[src/rtl/ep0_csr_pkg.sv]
package ep0_csr_pkg;
  localparam int BIT_OUTRDY   = 0;
  localparam int BIT_INRDY    = 1;
  localparam int BIT_STSENT   = 2;
  localparam int BIT_LASTDATA = 3;
  localparam int BIT_EARLYEND = 4;
  localparam int BIT_STALLREQ = 5;
  localparam int BIT_CLRRX    = 6;
  localparam int BIT_CLREARLY = 7;

  typedef struct packed {
    logic clrEarly;
    logic clrRx;
    logic setStall;
    logic setLast;
    logic clrStallSent;
    logic setTx;
  } ep0Strobe_t;

  typedef struct packed {
    logic rxPkt;
    logic txDone;
    logic stallSent;
    logic overwrite;
    logic earlyEnd;
    logic statusDone;
  } ep0Event_t;
endpackage

[src/rtl/ep0_csr_ctrl.sv]
module ep0_csr_ctrl
  import ep0_csr_pkg::*;
#(
  parameter int DATA_W = 8,
  parameter int ADDR_W = 8,
  parameter logic [ADDR_W-1:0] REG_ADDR = 8'h11
) (
  input  logic              wrEn,
  input  logic [ADDR_W-1:0] addr,
  input  logic [DATA_W-1:0] wrData,
  output logic              regHit,
  output ep0Strobe_t        strb
);
  logic wrHit;

  assign regHit = (addr == REG_ADDR);
  assign wrHit  = wrEn && regHit;

  always_comb begin
    strb              = '0;
    strb.clrEarly     = wrHit &&  wrData[BIT_CLREARLY];
    strb.clrRx        = wrHit &&  wrData[BIT_CLRRX];
    strb.setStall     = wrHit &&  wrData[BIT_STALLREQ];
    strb.setLast      = wrHit &&  wrData[BIT_LASTDATA];
    strb.clrStallSent = wrHit && !wrData[BIT_STSENT];
    strb.setTx        = wrHit &&  wrData[BIT_INRDY];
  end
endmodule

[src/rtl/ep0_csr_dp.sv]
module ep0_csr_dp
  import ep0_csr_pkg::*;
#(
  parameter int DATA_W = 8
) (
  input  logic              clk,
  input  logic              rstN,
  input  ep0Strobe_t        strb,
  input  ep0Event_t         ev,
  output logic [DATA_W-1:0] regVal,
  output logic              irq
);
  logic outRdy, inRdy, stSent, lastData, earlyEnd, stallReq;
  logic earlySet, txHwClr;

  assign earlySet = ev.earlyEnd && !lastData;
  assign txHwClr  = ev.txDone || ev.overwrite;

  always_ff @(posedge clk) begin
    if (!rstN) begin
      outRdy   <= 1'b0;
      inRdy    <= 1'b0;
      stSent   <= 1'b0;
      lastData <= 1'b0;
      earlyEnd <= 1'b0;
      stallReq <= 1'b0;
      irq      <= 1'b0;
    end else begin
      outRdy   <= ev.rxPkt     || (outRdy   && !strb.clrRx);
      earlyEnd <= earlySet     || (earlyEnd && !strb.clrEarly);
      stSent   <= ev.stallSent || (stSent   && !strb.clrStallSent);
      stallReq <= strb.setStall || (stallReq && !ev.stallSent);
      inRdy    <= strb.setTx    || (inRdy    && !txHwClr);
      lastData <= strb.setLast  || (lastData && !ev.statusDone);
      irq      <= ev.rxPkt || (inRdy && txHwClr) || earlySet || ev.stallSent;
    end
  end

  always_comb begin
    regVal               = '0;
    regVal[BIT_OUTRDY]   = outRdy;
    regVal[BIT_INRDY]    = inRdy;
    regVal[BIT_STSENT]   = stSent;
    regVal[BIT_LASTDATA] = lastData;
    regVal[BIT_EARLYEND] = earlyEnd;
    regVal[BIT_STALLREQ] = stallReq;
  end


  rx_only_sw_clear_chk: assert property (@(posedge clk) disable iff (!rstN)
    $fell(outRdy) |-> $past(strb.clrRx));

  rx_hw_wins_chk: assert property (@(posedge clk) disable iff (!rstN)
    ev.rxPkt |=> outRdy);

  stall_sent_hw_wins_chk: assert property (@(posedge clk) disable iff (!rstN)
    ev.stallSent |=> stSent);

  stall_req_hw_clear_chk: assert property (@(posedge clk) disable iff (!rstN)
    $fell(stallReq) |-> $past(ev.stallSent));

  tx_clear_irq_chk: assert property (@(posedge clk) disable iff (!rstN)
    (inRdy && txHwClr) |=> irq);

  early_blocked_chk: assert property (@(posedge clk) disable iff (!rstN)
    (ev.earlyEnd && lastData && !earlyEnd) |=> !earlyEnd);
endmodule

[src/rtl/usb_ep0_csr.sv]
module usb_ep0_csr
  import ep0_csr_pkg::*;
#(
  parameter int DATA_W = 8,
  parameter int ADDR_W = 8,
  parameter logic [ADDR_W-1:0] REG_ADDR = 8'h11
) (
  input  logic              clk,
  input  logic              rstN,
  input  logic              wrEn,
  input  logic [ADDR_W-1:0] addr,
  input  logic [DATA_W-1:0] wrData,
  output logic [DATA_W-1:0] rdData,
  input  logic              evRxPkt,
  input  logic              evTxDone,
  input  logic              evStallSent,
  input  logic              evOverwrite,
  input  logic              evEarlyEnd,
  input  logic              evStatusDone,
  output logic              stallReqOut,
  output logic              txReadyOut,
  output logic              lastDataOut,
  output logic              irqPulse
);
  ep0Strobe_t        strb;
  ep0Event_t         ev;
  logic              regHit;
  logic [DATA_W-1:0] regVal;

  assign ev.rxPkt      = evRxPkt;
  assign ev.txDone     = evTxDone;
  assign ev.stallSent  = evStallSent;
  assign ev.overwrite  = evOverwrite;
  assign ev.earlyEnd   = evEarlyEnd;
  assign ev.statusDone = evStatusDone;

  ep0_csr_ctrl #(.DATA_W(DATA_W), .ADDR_W(ADDR_W), .REG_ADDR(REG_ADDR)) u_ctrl (
    .wrEn(wrEn), .addr(addr), .wrData(wrData), .regHit(regHit), .strb(strb)
  );

  ep0_csr_dp #(.DATA_W(DATA_W)) u_dp (
    .clk(clk), .rstN(rstN), .strb(strb), .ev(ev), .regVal(regVal), .irq(irqPulse)
  );

  assign rdData      = regHit ? regVal : '0;
  assign stallReqOut = regVal[BIT_STALLREQ];
  assign txReadyOut  = regVal[BIT_INRDY];
  assign lastDataOut = regVal[BIT_LASTDATA];
endmodule

[config.mk]
export PLATFORM = sky130hd
export DESIGN_NAME = usb_ep0_csr
export DESIGN_NICKNAME = d
export VERILOG_FILES = /design/src/rtl/ep0_csr_pkg.sv /design/src/rtl/ep0_csr_ctrl.sv /design/src/rtl/ep0_csr_dp.sv /design/src/rtl/usb_ep0_csr.sv
export SDC_FILE = /design/constraint.sdc
export NUM_CORES = 1
export LEC_CHECK = 0
export BUFFER_PORTS_ARGS = -buffer_cell sky130_fd_sc_hd__buf_2
export CAP_MARGIN = 20
export CORE_MARGIN = 3
export CORE_UTILIZATION = 34
export CTS_CLUSTER_SIZE = 8
export DETAILED_ROUTE_END_ITERATION = 10
export GPL_TIMING_DRIVEN = 0
export PLACE_DENSITY = 0.73
export SYNTH_ARGS = -nofsm -noshare
export SYNTH_HDL_FRONTEND = slang
export SYNTH_HIERARCHICAL = 1
export SYNTH_SLANG_ARGS = --single-unit
[constraint.sdc]
create_clock -name clk -period 1.52 [get_ports clk]
set_input_delay 0.304 -clock clk [delete_from_list [all_inputs] [get_ports clk]]
set_output_delay 0.304 -clock clk [all_outputs]
set_load 0.05 [all_outputs]
=== After elaboration in Yosys (flattened, before gate mapping) ===
Index checks and enable logic that the tools add are counted.

* Bits in registers: 7
* Input bits: 25

* Eq/ne operators: 1
* Mux-type cells: 1
* Reduce and logical (&&, ||, !) cells: 33

{| class="wikitable"
|+ Operator list
! operator !! count
|-
| $logic_and A1 B1 Y1 || 15
|-
| $logic_or A1 B1 Y1 || 10
|-
| $eq A8 B5 Y1 const B || 1
|-
| $logic_not A1 Y1 || 8
|-
| $mux W6 || 1
|}

=== Depth between registers and ports, before layout ===
* Depth in word-level cells: 6
* Gate-level depth with buffers: 5
* Mapped depth without buffers: 4

=== Modules after synthesis ===
Netlist, hierarchy kept.

{| class="wikitable"
|+ Modules (own cells, without submodules)
! module !! times used !! cells an instance !! area each (um^2) !! seq. area each (um^2)
|-
| ep0_csr_dp || 1 || 33 || 310.3 || 140.1
|-
| ep0_csr_ctrl || 1 || 16 || 123.9 || 0.0
|-
| usb_ep0_csr || 1 || 8 || 50.0 || 0.0
|}

=== Worst setup path before layout ===
Ideal clock, no wire load.

* Path type: input to output
* Start point: in addr[7]
* End point: out rdData[0]
* Arrival time: 1.646 ns
* Data required time: 1.216 ns
* Path slack: -0.430 ns
* Cell stages on the path: 4
* Cell sequence: or4_4 > buf_6 > nor2_1 > and2_1

* Word-level cells in the longest chain between the ends: 2

{| class="wikitable"
|+ Ends and longest elaborated chain
! what !! line !! text
|-
| from (decl) || usb_ep0_csr.sv:11 || <nowiki>input logic [ADDR_W-1:0] addr,</nowiki>
|-
| $eq A8 B5 Y1 || ep0_csr_ctrl.sv:16 || <nowiki>assign regHit = (addr == REG_ADDR);</nowiki>
|-
| via regHit || usb_ep0_csr.sv:27 || <nowiki>logic regHit;</nowiki>
|-
| $mux W6 || usb_ep0_csr.sv:45 || <nowiki>assign rdData = regHit ? regVal : '0;</nowiki>
|-
| to (decl) || usb_ep0_csr.sv:13 || <nowiki>output logic [DATA_W-1:0] rdData,</nowiki>
|}

The timed path passes the listed nets, and every way through them passes these cells.

=== Worst setup path after layout ===
* Start point: in addr[2]
* End point: out rdData[1]

Same word-level chain as after synthesis.

==> reports/metrics.cfg <==
[outcome]
outcome = finished, violations left
violations = negative setup slack

[floorplanning]
dieArea_sq_um = 1913
ios = 37
rows = 12
initial_core_util = 0.3981
die_x_microns = 43.74
die_h_microns = 43.74
core_sq_um = 1216

[logic_synthesis]
ys_types = 21
yosys-top-cells-count = 8 x and2_1, 8 x buf_4, 7 x dfxtp_1
synth_top_area_share = 0.2894
synth.area.top_cells = dfxtp_1 29%, buf_4 12%, and2_1 10%
synth_top_area_cell = dfxtp_1
synth-async-reset-ratio = 0
synth_top_family_by_area = simple AND/OR/NAND/NOR gates
synthSimpleGateAreaFrac = 0.4289
muxShareOfSynthArea = 0
synth_edf_count = 0
synth_compound_gate_area_share = 0.1111
synth_fa_ha_area_frac = 0
ys_warn_count = 6
synth_seq_area_share = 0.2894
synth_flop_cell = dfxtp_1
yosys_register_bits = 7
syn_inst = 57
syn_area_sq_um = 484.2
synth_xor_area_frac = 0
syn_area_per_cell_sq_um = 8.495

[layout]
fin_nets = 121
nFillCells = 120
syn_to_final_growth_pct = 62.02
seqCellArea_sq_um = 140.1
multiInputGateArea_sq_um = 291.5
fin_cells = 109
n_antenna_cell = 0
drive_gt1_frac = 0.6105

[sta]
maxSlewViolCount = 0
setup_violations = 6
max_freq_mhz = 570.2
rsz0062_at_grt = true
fin_tns_setup_ns = -1.378
finalCritPeriodShare = 1.154
period_minus_slack_ns = 1.754
whs_ns = 0.2925
skew_ns = 0.003114
finalHoldViolCount = 0
setup_ws_ns = -0.2338

[clock_tree]
cts_root_buffer = clkbuf_4
clkLatencyLatePin_ns = 0.24
cts_hold_buf = 0
cts.path.max_buffers = 2
cts_tree = done
cts_sinks = 7
clk_pin_slew_ns = 0.05
htreeDepth = 1
cts_buffers = 3

[route]
drtAntennaViolNets = 0
drtIter0Drc = 9
post_drt_wl_per_cell_microns = 10.76
dr.pass1.iters = 6
vias = 479
avgViaCountPerCell = 4.394
drt-total-wl_microns = 1173
drc_errors = 0

[pwr]
sequentialPowerShare = 0.444
power_switching_w = 0.0001017
intPower_w = 0.0003363
clockPowerShare = 0.369
ir_drop_mv = 0.4450
power_density_nw_per_um2 = 558.4
netSwitchingFraction = 0.2322
p_leak_nw = 0.3826
combinationalPowerShare = 0.187

[setup_path]
start_kind = primary input
rr_startpoint = u_dp/inRdy$_SDFF_PN0_
crit_chain = buf_6 -> or4_4 -> nor2_4 -> and2_4 -> buf_8
critPathCaptureType = output port
crit_path_max_incr_delay_ns = 0.55
rrSetupSlack_ns = 0.81
worstPathArrival_ns = 1.45
cp-startpoint = addr[2]
endpoint = rdData[1]
path_class = in2out
cpMaxStageDelayCell = or4_4
reg2reg_depth = 2
required_ns = 1.22
crit_fanout = 7
r2r_end = u_dp/inRdy$_SDFF_PN0_

[place]
dp_hpwl_microns = 910.5
port_buffers = 32
dp.cells = 104
gp_congestion = 0.6877

[global_route]
antenna_found_initial = 0
grt_util_all_layers = 0.1268
grt_max_degree = 8
grt_pass1_wl_microns = 1773
grt_overflow_total = 0
grt_pass1_vias = 448

[min_path]
min_path_type = in2reg

[run]
cap_violations = 0

[how the worst min path moves through the flow]
stage,from,endpoint,slack [ns],cells after the start
4_1_cts,evRxPkt,u_dp/outRdy$_SDFF_PN0_,0.28,2
2_1_floorplan,rstN,u_dp/earlyEnd$_SDFF_PN0_,0.41,2
3_3_place_gp,u_dp/earlyEnd$_SDFF_PN0_,u_dp/earlyEnd$_SDFF_PN0_,0.47,2
3_5_place_dp,u_dp/earlyEnd$_SDFF_PN0_,u_dp/earlyEnd$_SDFF_PN0_,0.47,2
5_1_grt,evRxPkt,u_dp/outRdy$_SDFF_PN0_,0.28,2
6_report,evRxPkt,u_dp/outRdy$_SDFF_PN0_,0.29,2
[cells by family (layout without fill, tap and decap cells)]
| kind of cell | Yosys count | count (layout) |
|---|---|---|
| compound gates | 8 | 8 |
| buf+inv | 11 | 48 |
| flops | 7 | 7 |
| other cells | 1 | 2 |
| simple gates | 30 | 30 |
[metal layers]
layer,vias up,routed length (microns),GRT usage
li1,256,-,-
met1,196,454,0.1432
met2,25,583,0.2093
met3,2,128,0.03734
met4,0,6,0.07229
met5,-,0,0
[registers in the layout (all words and copies together), names as in the netlist]
name and count:
u_dp/stSent 1, u_dp/lastData 1, u_dp/inRdy 1, u_dp/outRdy 1, u_dp/stallReq 1, u_dp/earlyEnd 1
u_dp/irq 1
[metrics by stage]
step	instance area, sq um	power, W	worst slack [ns]	util
after floorplan	510.5	0.0002397	-0.1387	-
after global placement	688.2	0.0002764	-0.4616	0.5658
after detailed placement	688.2	0.0002780	-0.4696	0.5658
after CTS	784.5	0.0004454	-0.2696	0.6451
after global routing	784.5	0.0004644	-0.2858	0.6451
final	784.5	0.0004380	-0.2338	0.6451
[repair_timing]
item,4_1_cts,5_1_grt
pin swaps,8,4
endpoints found under the setup margin,6,6
gates resized for setup,19,0
buffers inserted,2,0
[power by group through the flow]
stage | sequential [W] | combinational [W] | clock, W
CTS | 0.000195 | 0.0000816 | 0.000169
detailed placement | 0.000198 | 0.0000797 | 0
global placement | 0.000198 | 0.0000787 | 0
floorplan | 0.000204 | 0.0000360 | 0
finish | 0.000195 | 0.0000820 | 0.000161
global route | 0.000195 | 0.0000893 | 0.000180
[placed cells by master, fill, tap and decap left out]
master	count
a21oi_1	1
a31oi_1	1
and2_1	2
and2_4	6
buf_2	25
buf_4	10
buf_6	1
buf_8	6
clkbuf_1	2
clkbuf_4	3
conb_1	2
dfxtp_1	7
inv_2	1
nand2_1	5
nand2b_1	2
nand4bb_1	1
nor2_1	1
nor2_4	1
nor2b_1	4
nor3_1	2
nor3_2	3
nor3b_1	1
nor4b_4	1
o21a_1	5
o21ai_0	1
or4_4	1
[critical path: cells and delay by family]
kind | cells | cell delay [ns]
buf+inv | 2 | 0.23
simple gates | 3 | 0.92
[final cells by class]
type / instances / share of cell area
buffer: 9 / 0.08134
clock buffer: 4 / 0.03349
inverter: 1 / 0.004785
multi-input combinational: 40 / 0.3716
sequential: 7 / 0.1786
tap: 14 / 0.02233
timing repair buffer: 34 / 0.3078
Power figures use the tool's default switching activity.
